--- src/rtl/cfs_pkg.sv ---
// Package: shared control-word layout and tag helper for the chained
// frame sync sequencer. Assumes an 8-bit control word whose field order
// matches the struct below (bit 0 is the least significant field).
package cfs_pkg;

    typedef struct packed {
        logic [2:0] nslv;      // number of slave slots after the master
        logic [1:0] tag_mode;  // LSB tagging scheme
        logic       long_slot; // 1: 32-clock slots, 0: 16-clock slots
        logic       rpol;      // ring polarity in chain mode (1 = active-high)
        logic       chain;     // chain mode enable
    } cfs_cfg_t;

    // Tag value for one slot under a given scheme.
    function automatic logic tag_bit(input logic [1:0] mode, input logic is_master);
        logic t;
        case (mode)
            2'b00:   t = 1'b0;
            2'b10:   t = ~is_master;
            default: t = is_master;
        endcase
        return t;
    endfunction

endpackage

--- src/rtl/cfs_slot_timer.sv ---
// Module: bit and slot counters plus the control capture register.
// Walks slots of SHORT_SLOT or LONG_SLOT bit clocks, master slot first,
// then nslv slave slots; optionally repeats once as a secondary sequence.
// Assumes ctrl_in and sec_req are synchronous to clk.
module cfs_slot_timer
    import cfs_pkg::*;
#(
    parameter int SHORT_SLOT = 16,
    parameter int LONG_SLOT  = 32,
    localparam int CNT_W     = $clog2(LONG_SLOT),
    localparam int SLOT_W    = 3
) (
    input  logic              clk,
    input  logic              rst_n,
    input  cfs_cfg_t          ctrl_in,
    input  logic              sec_req,
    output logic              run,
    output logic [CNT_W-1:0]  bit_cnt,
    output logic [SLOT_W-1:0] slot_idx,
    output logic              sec_phase,
    output cfs_cfg_t          cfg
);

    localparam logic [CNT_W-1:0] SHORT_LAST = CNT_W'(SHORT_SLOT - 1);
    localparam logic [CNT_W-1:0] LONG_LAST  = CNT_W'(LONG_SLOT - 1);

    logic              run_q;
    logic [CNT_W-1:0]  bit_q;
    logic [SLOT_W-1:0] slot_q;
    logic              sec_q;
    cfs_cfg_t          cfg_q;
    logic [CNT_W-1:0]  last_bit;
    logic              slot_end;
    logic              seq_end;

    // Decode end of slot and end of sequence from the captured config.
    always_comb begin
        last_bit = cfg_q.long_slot ? LONG_LAST : SHORT_LAST;
        slot_end = (bit_q == last_bit);
        seq_end  = slot_end && (slot_q == cfg_q.nslv);
    end

    // Advance counters; capture control at each primary sequence start.
    always_ff @(posedge clk) begin
        if (!rst_n) begin
            run_q  <= 1'b0;
            bit_q  <= '0;
            slot_q <= '0;
            sec_q  <= 1'b0;
            cfg_q  <= '0;
        end else if (!run_q || seq_end) begin
            run_q  <= 1'b1;
            bit_q  <= '0;
            slot_q <= '0;
            if (run_q && !sec_q && sec_req) begin
                sec_q <= 1'b1;
            end else begin
                sec_q <= 1'b0;
                cfg_q <= ctrl_in;
            end
        end else if (slot_end) begin
            bit_q  <= '0;
            slot_q <= slot_q + 1'b1;
        end else begin
            bit_q  <= bit_q + 1'b1;
        end
    end

    assign run       = run_q;
    assign bit_cnt   = bit_q;
    assign slot_idx  = slot_q;
    assign sec_phase = sec_q;
    assign cfg       = cfg_q;

    AST_CFG_AT_PRIMARY_START: assert property (@(posedge clk) disable iff (!rst_n)
        (run_q && !$stable(cfg_q)) |-> (bit_q == '0 && slot_q == '0 && !sec_q));

    AST_SLOT_WITHIN_COUNT: assert property (@(posedge clk) disable iff (!rst_n)
        run_q |-> (slot_q <= cfg_q.nslv));

endmodule

--- src/rtl/cfs_sync_gen.sv ---
// Module: frame sync, delayed sync and LSB tag generation from the slot
// position. Assumes slots of at least two bit clocks and that cfg only
// changes at the first bit of a primary sequence.
module cfs_sync_gen
    import cfs_pkg::*;
#(
    parameter int SHORT_SLOT = 16,
    parameter int LONG_SLOT  = 32,
    localparam int CNT_W     = $clog2(LONG_SLOT),
    localparam int GAP_W     = $clog2(LONG_SLOT + 1),
    localparam int SLOT_W    = 3
) (
    input  logic              clk,
    input  logic              rst_n,
    input  logic              run,
    input  logic [CNT_W-1:0]  bit_cnt,
    input  logic [SLOT_W-1:0] slot_idx,
    input  logic              sec_phase,
    input  cfs_cfg_t          cfg,
    output logic              fsync,
    output logic              fsd,
    output logic              lsb_tag,
    output logic              sec_frame
);

    // Pulses at slot starts and per-slot tag value.
    always_comb begin
        fsync     = run && (bit_cnt == '0);
        fsd       = fsync && cfg.chain && (cfg.nslv != '0) && (slot_idx == SLOT_W'(1));
        lsb_tag   = run && tag_bit(cfg.tag_mode, slot_idx == '0);
        sec_frame = run && sec_phase;
    end

    // Checker state: cycles since last sync, its expected spacing, master tag.
    logic [GAP_W-1:0] gap_q;
    logic [GAP_W-1:0] sp_q;
    logic             have_prev_q;
    logic             master_tag_q;

    // Track the spacing between consecutive frame syncs.
    always_ff @(posedge clk) begin
        if (!rst_n) begin
            gap_q       <= '0;
            sp_q        <= '0;
            have_prev_q <= 1'b0;
        end else if (fsync) begin
            gap_q       <= GAP_W'(1);
            sp_q        <= cfg.long_slot ? GAP_W'(LONG_SLOT) : GAP_W'(SHORT_SLOT);
            have_prev_q <= 1'b1;
        end else if (gap_q != GAP_W'(LONG_SLOT)) begin
            gap_q <= gap_q + 1'b1;
        end
    end

    // Remember the tag driven during the master slot.
    always_ff @(posedge clk) begin
        if (!rst_n) begin
            master_tag_q <= 1'b0;
        end else if (run && slot_idx == '0) begin
            master_tag_q <= lsb_tag;
        end
    end

    AST_FSYNC_ONE_CYCLE: assert property (@(posedge clk) disable iff (!rst_n)
        fsync |=> !fsync);

    AST_FSYNC_SPACING: assert property (@(posedge clk) disable iff (!rst_n)
        (fsync && have_prev_q) |-> (gap_q == sp_q));

    AST_TAG_MASTER_DIFFERS: assert property (@(posedge clk) disable iff (!rst_n)
        (run && slot_idx != '0 && cfg.tag_mode != 2'b00) |-> (lsb_tag != master_tag_q));

endmodule

--- src/rtl/cfs_pin_mux.sv ---
// Module: pin role selection. In chain mode pin A drives ring indication
// with programmable polarity and pin B carries the delayed sync; otherwise
// pin A is released and pin B shows an active-low ring indication.
// Assumes ring_in is active-high.
module cfs_pin_mux
    import cfs_pkg::*;
(
    input  cfs_cfg_t cfg,
    input  logic     ring_in,
    input  logic     fsd,
    output logic     pin_a_out,
    output logic     pin_a_oe,
    output logic     pin_b_out
);

    // Route ring and delayed sync according to the captured mode.
    always_comb begin
        if (cfg.chain) begin
            pin_a_oe  = 1'b1;
            pin_a_out = cfg.rpol ? ring_in : ~ring_in;
            pin_b_out = fsd;
        end else begin
            pin_a_oe  = 1'b0;
            pin_a_out = 1'b0;
            pin_b_out = ~ring_in;
        end
    end

endmodule

--- src/rtl/chain_fsync_ctrl.sv ---
// Module: top of the chained codec frame sync sequencer. Connects the slot
// timer, the sync generator and the pin role mux. Assumes all inputs are
// synchronous to the serial bit clock.
module chain_fsync_ctrl
    import cfs_pkg::*;
#(
    parameter int SHORT_SLOT = 16,
    parameter int LONG_SLOT  = 32,
    localparam int CNT_W     = $clog2(LONG_SLOT),
    localparam int SLOT_W    = 3
) (
    input  logic       clk,
    input  logic       rst_n,
    input  logic [7:0] ctrl,
    input  logic       sec_req,
    input  logic       ring_in,
    output logic       fsync_dsp,
    output logic       pin_a_out,
    output logic       pin_a_oe,
    output logic       pin_b_out,
    output logic       lsb_tag,
    output logic       sec_frame
);

    logic              run;
    logic [CNT_W-1:0]  bit_cnt;
    logic [SLOT_W-1:0] slot_idx;
    logic              sec_phase;
    cfs_cfg_t          cfg;
    logic              fsd;

    cfs_slot_timer #(.SHORT_SLOT(SHORT_SLOT), .LONG_SLOT(LONG_SLOT)) u_timer (
        .clk       (clk),
        .rst_n     (rst_n),
        .ctrl_in   (cfs_cfg_t'(ctrl)),
        .sec_req   (sec_req),
        .run       (run),
        .bit_cnt   (bit_cnt),
        .slot_idx  (slot_idx),
        .sec_phase (sec_phase),
        .cfg       (cfg)
    );

    cfs_sync_gen #(.SHORT_SLOT(SHORT_SLOT), .LONG_SLOT(LONG_SLOT)) u_sync (
        .clk       (clk),
        .rst_n     (rst_n),
        .run       (run),
        .bit_cnt   (bit_cnt),
        .slot_idx  (slot_idx),
        .sec_phase (sec_phase),
        .cfg       (cfg),
        .fsync     (fsync_dsp),
        .fsd       (fsd),
        .lsb_tag   (lsb_tag),
        .sec_frame (sec_frame)
    );

    cfs_pin_mux u_pins (
        .cfg       (cfg),
        .ring_in   (ring_in),
        .fsd       (fsd),
        .pin_a_out (pin_a_out),
        .pin_a_oe  (pin_a_oe),
        .pin_b_out (pin_b_out)
    );

    AST_DELAYED_SYNC_ALIGNED: assert property (@(posedge clk) disable iff (!rst_n)
        (pin_a_oe && pin_b_out) |-> fsync_dsp);

endmodule

--- config.mk ---
export PLATFORM = sky130hd
export DESIGN_NAME = chain_fsync_ctrl
export DESIGN_NICKNAME = d
export VERILOG_FILES = /design/src/rtl/cfs_pkg.sv /design/src/rtl/cfs_slot_timer.sv /design/src/rtl/cfs_sync_gen.sv /design/src/rtl/cfs_pin_mux.sv /design/src/rtl/chain_fsync_ctrl.sv
export SDC_FILE = /design/constraint.sdc
export NUM_CORES = 1
export LEC_CHECK = 0
export ABC_AREA = 1
export BUFFER_PORTS_ARGS = -buffer_cell sky130_fd_sc_hd__buf_4
export CAP_MARGIN = 20
export CORE_UTILIZATION = 30
export CTS_CLUSTER_DIAMETER = 150
export DETAILED_ROUTE_END_ITERATION = 10
export GPL_TIMING_DRIVEN = 1
export SETUP_SLACK_MARGIN = 0.2
export SLEW_MARGIN = 20
export SYNTH_ARGS = -nofsm -noshare
export SYNTH_HDL_FRONTEND = slang
export SYNTH_SLANG_ARGS = --single-unit
--- constraint.sdc ---
create_clock -name clk -period 1.6 [get_ports clk]
set_input_delay 0.08 -clock clk [delete_from_list [all_inputs] [get_ports clk]]
set_output_delay 0.08 -clock clk [all_outputs]
set_load 0.01 [all_outputs]
==> summary.txt <==
Timing
  • Slew Limit Fails: 0
  • Setup TNS: 0 ps
  • Final setup skew: approximately 7.5 ps
  • RSZ-0062 raised after global routing: true
  • Final Setup Violations: 0
  • Fin crit period: approximately 1500 ps
  • Hold Fails Final Rpt: 0
  • Worst hold slack: around 90 ps
  • Max Clk Rate: ~0.66 GHz
  • Tcrit/Tclk final: roughly 95%
  • Rel. slew slack: between 70 and 80%
  • Measured slew at the worst slew-check pin: ~400 ps

Critical path
  • Slowest Stage Delay on Critical Path: 350 ps
  • Worst path cell trace: inv_2 -> ha_4 -> nand2_4 -> nor4_4 -> o311ai_1 -> o21ai_1 -> buf_4
  • Top delay family on crit path: flip-flops
  • Worst-case reg-to-reg path depth: 9
  • Crit-path slowest cell: dfxtp_2
  • WS Path Type: flip-flop to output pin
  • Worst path bufs/invs: 2
  • Crit end category: output pin
  • CP Launch Type: flip-flop
  • WP data arrival: 1430 ps
  • Stages on the worst setup path: 7
  • Flop-to-flop setup slack: 130 ps
  • WP data required: between 1500 and 2000 ps
  • Max FO, Critical Path: 3

Clocking
  • Clock Path Buffers: 2
  • Clock tree from TritonCTS: done
  • Clock sink count: 18
  • CTS buffer count: 3
  • H-tree lvl count: 1
  • Clock-pin slew on the worst setup and hold paths: between 100 and 150 ps
  • Clock Latency Late Sink: approximately 300 ps
  • CTS root buf: clkbuf_4

Synth
  • Synthesized area: 998.5 um2
  • Cell count after synthesis: about 130
  • Syn Area/Cell: ~7.5 um2
  • Share of the yosys chip area belonging to registers: roughly 36%
  • Synth unique cells: 26
  • Synth Register Bits: 18
  • Syn Nets: 151
  • Yosys warning count: 0

GRT
  • Largest net degree at the start of global routing: 18
  • GR Util met1: between 15 and 20%
  • Met2 Usage GRT: ~23%
  • First-pass GRT wire length: 3539 um
  • Congestion Overflow GR: 0
  • Met3 usage: under 10%
  • Vias in the first global route: about 840
  • GRT Util Overall: between 10% and 20%
  • Antenna violations before repair: 0
  • GR peak layer: met2

Worst hold path
  • Hold Crit Depth: 5
  • Worst Hold Class: primary input to flip-flop

Placed design
  • IO Port Bufs: 17
  • Dpl hpwl: between 1000 and 1500 um
  • Routability-driven placement congestion ratio: between 0.8 and 0.9

Floorplanning
  • DIE WIDTH: 59.69 um
  • Initial Util: between 30 and 40%
  • Die height: about 60 um
  • Die area: 3563 um2
  • Row count: 20
  • Core area: 3103 um2
  • Num ports: 18

Drt
  • # DRC: 0
  • DR pass1 iterations: 4
  • Final ANT Viol Nets: 0
  • Vias/cell: approximately 4.5
  • Via Count: between 900 and 1000
  • Routed WL: 2205 um
  • Drt wl/cell: approximately 11 um
  • Iter 0 DRT Violations: 48

Final layout
  • Layout cell share with drive strength beyond 1: 41.46%
  • ANT cells: 0
  • Most common cell after layout, fill and taps aside: nand2_1
  • Most frequent cells in the layout: nand2_1 (26), buf_4 (25), nor2_1 (17)
  • Nets: ~180
  • Fill cell count: 323
  • Syn-to-layout area delta: 43.36%

Power
  • Static leakage: between 0.0006 and 0.0007 uW
  • IR drop worst, VDD: around 0.19 mV
  • PwrDens: around 670 nW/um2

Status
  • Status: finished, final reports clean

Run
  • Max_cap viols: 0
-- power breakdown --
| part | total [uW] | internal (uW) | switching, uW |
|---|---|---|---|
| logic | 181 | 89.0 | 91.5 |
| clock network | 284 | 139 | 145 |
| registers | 490 | 468 | 21.8 |
| total | 955 | 696 | 259 |
-- per-layer routing --
metal / up-vias / routed length [um]
met4: 0 / 36
met1: 429 / 973
li1: 481 / -
met2: 16 / 1147
met5: - / 0
met3: 4 / 47
-- metrics by stage --
step	instance area, um2	setup slack (ps)	instances	power [uW]	util [%]
floorplan	1005	216.7	134	598.0	-
global placement	1160	139.5	192	643.3	37.38
detailed placement	1160	86.09	192	645.9	37.38
CTS	1368	17.50	207	952.6	44.07
global route	1431	24.27	208	999.5	46.13
finish	1431	87.13	208	954.6	46.13
-- synth_stat cells (all sizes together) --
library cell | instances | share of area [%]
o21ai | 2 | 1.0
nor4 | 1 | 0.63
and3 | 1 | 0.63
ha | 5 | 6.3
nor2 | 19 | 8.1
xnor2 | 2 | 1.8
nand3 | 13 | 8.3
xor2 | 2 | 1.8
dfxtp | 18 | 36
clkbuf | 2 | 0.75
nor3b | 1 | 0.75
buf | 2 | 2.8
a21oi | 12 | 9.0
a211oi | 1 | 0.75
o311ai | 1 | 0.88
nand2 | 30 | 12
inv | 22 | 8.3
-- area by class of cell --
cell class                 count  area [um2]  area share (%)
clock buffer                   4       36.28           2.535
inverter                      22       85.08           5.944
multi-input combinational     92       666.9           46.59
sequential                    18       367.9           25.70
tap                           44       55.05           3.846
timing repair buffer          28       220.2           15.38
-- kinds of logic after synthesis --
family                     count (synthesis)  synth area share (%)
buffers and inverters                     26                 11.78
adders and majority gates                  5                 6.266
xor gates and xnor gates                   4                 3.509
and+or+nand+nor                           65                 30.70
AOI/OAI and AO/OA                         16                 11.65
DFF                                       18                 36.09
-- worst reg2reg max path: stages, from the launching register on --
cell and delay, ps:
dfxtp_2 360, buf_4 120, ha_4 150, nand3_4 90, nor2_4 150, nand3_4 190
nand2_8 130, nand3_1 70, nand2_1 70, nor2_1 40
-- sequential cells by signal, summed over array words and instances, names as in the netlist --
register and cells:
u_timer.cfg 8, u_timer.bit_cnt 5, u_timer.slot_idx 3, u_timer.run 1, u_timer.sec_phase 1
-- what timing repair did --
action / 4_1_cts / 5_1_grt
setup buffers: 9 / 0
endpoints found under the setup margin: 12 / 20
gates cloned: 1 / 1
resized for setup: 25 / 9
endpoints found under the hold margin: 1 / 0
pin swaps: 9 / 5
hold buffers: 1 / 0
-- final timing paths --
path | startpoint | endpoint
worst min-delay path | ctrl[4] | u_timer.cfg[4]
worst max register to register | u_timer.bit_cnt[0] | u_timer.cfg[5]
worst min register to register | u_timer.cfg[4] | u_timer.cfg[4]
worst max-delay path | u_timer.bit_cnt[0] | pin_b_out
(Power assumes the default switching activity.)
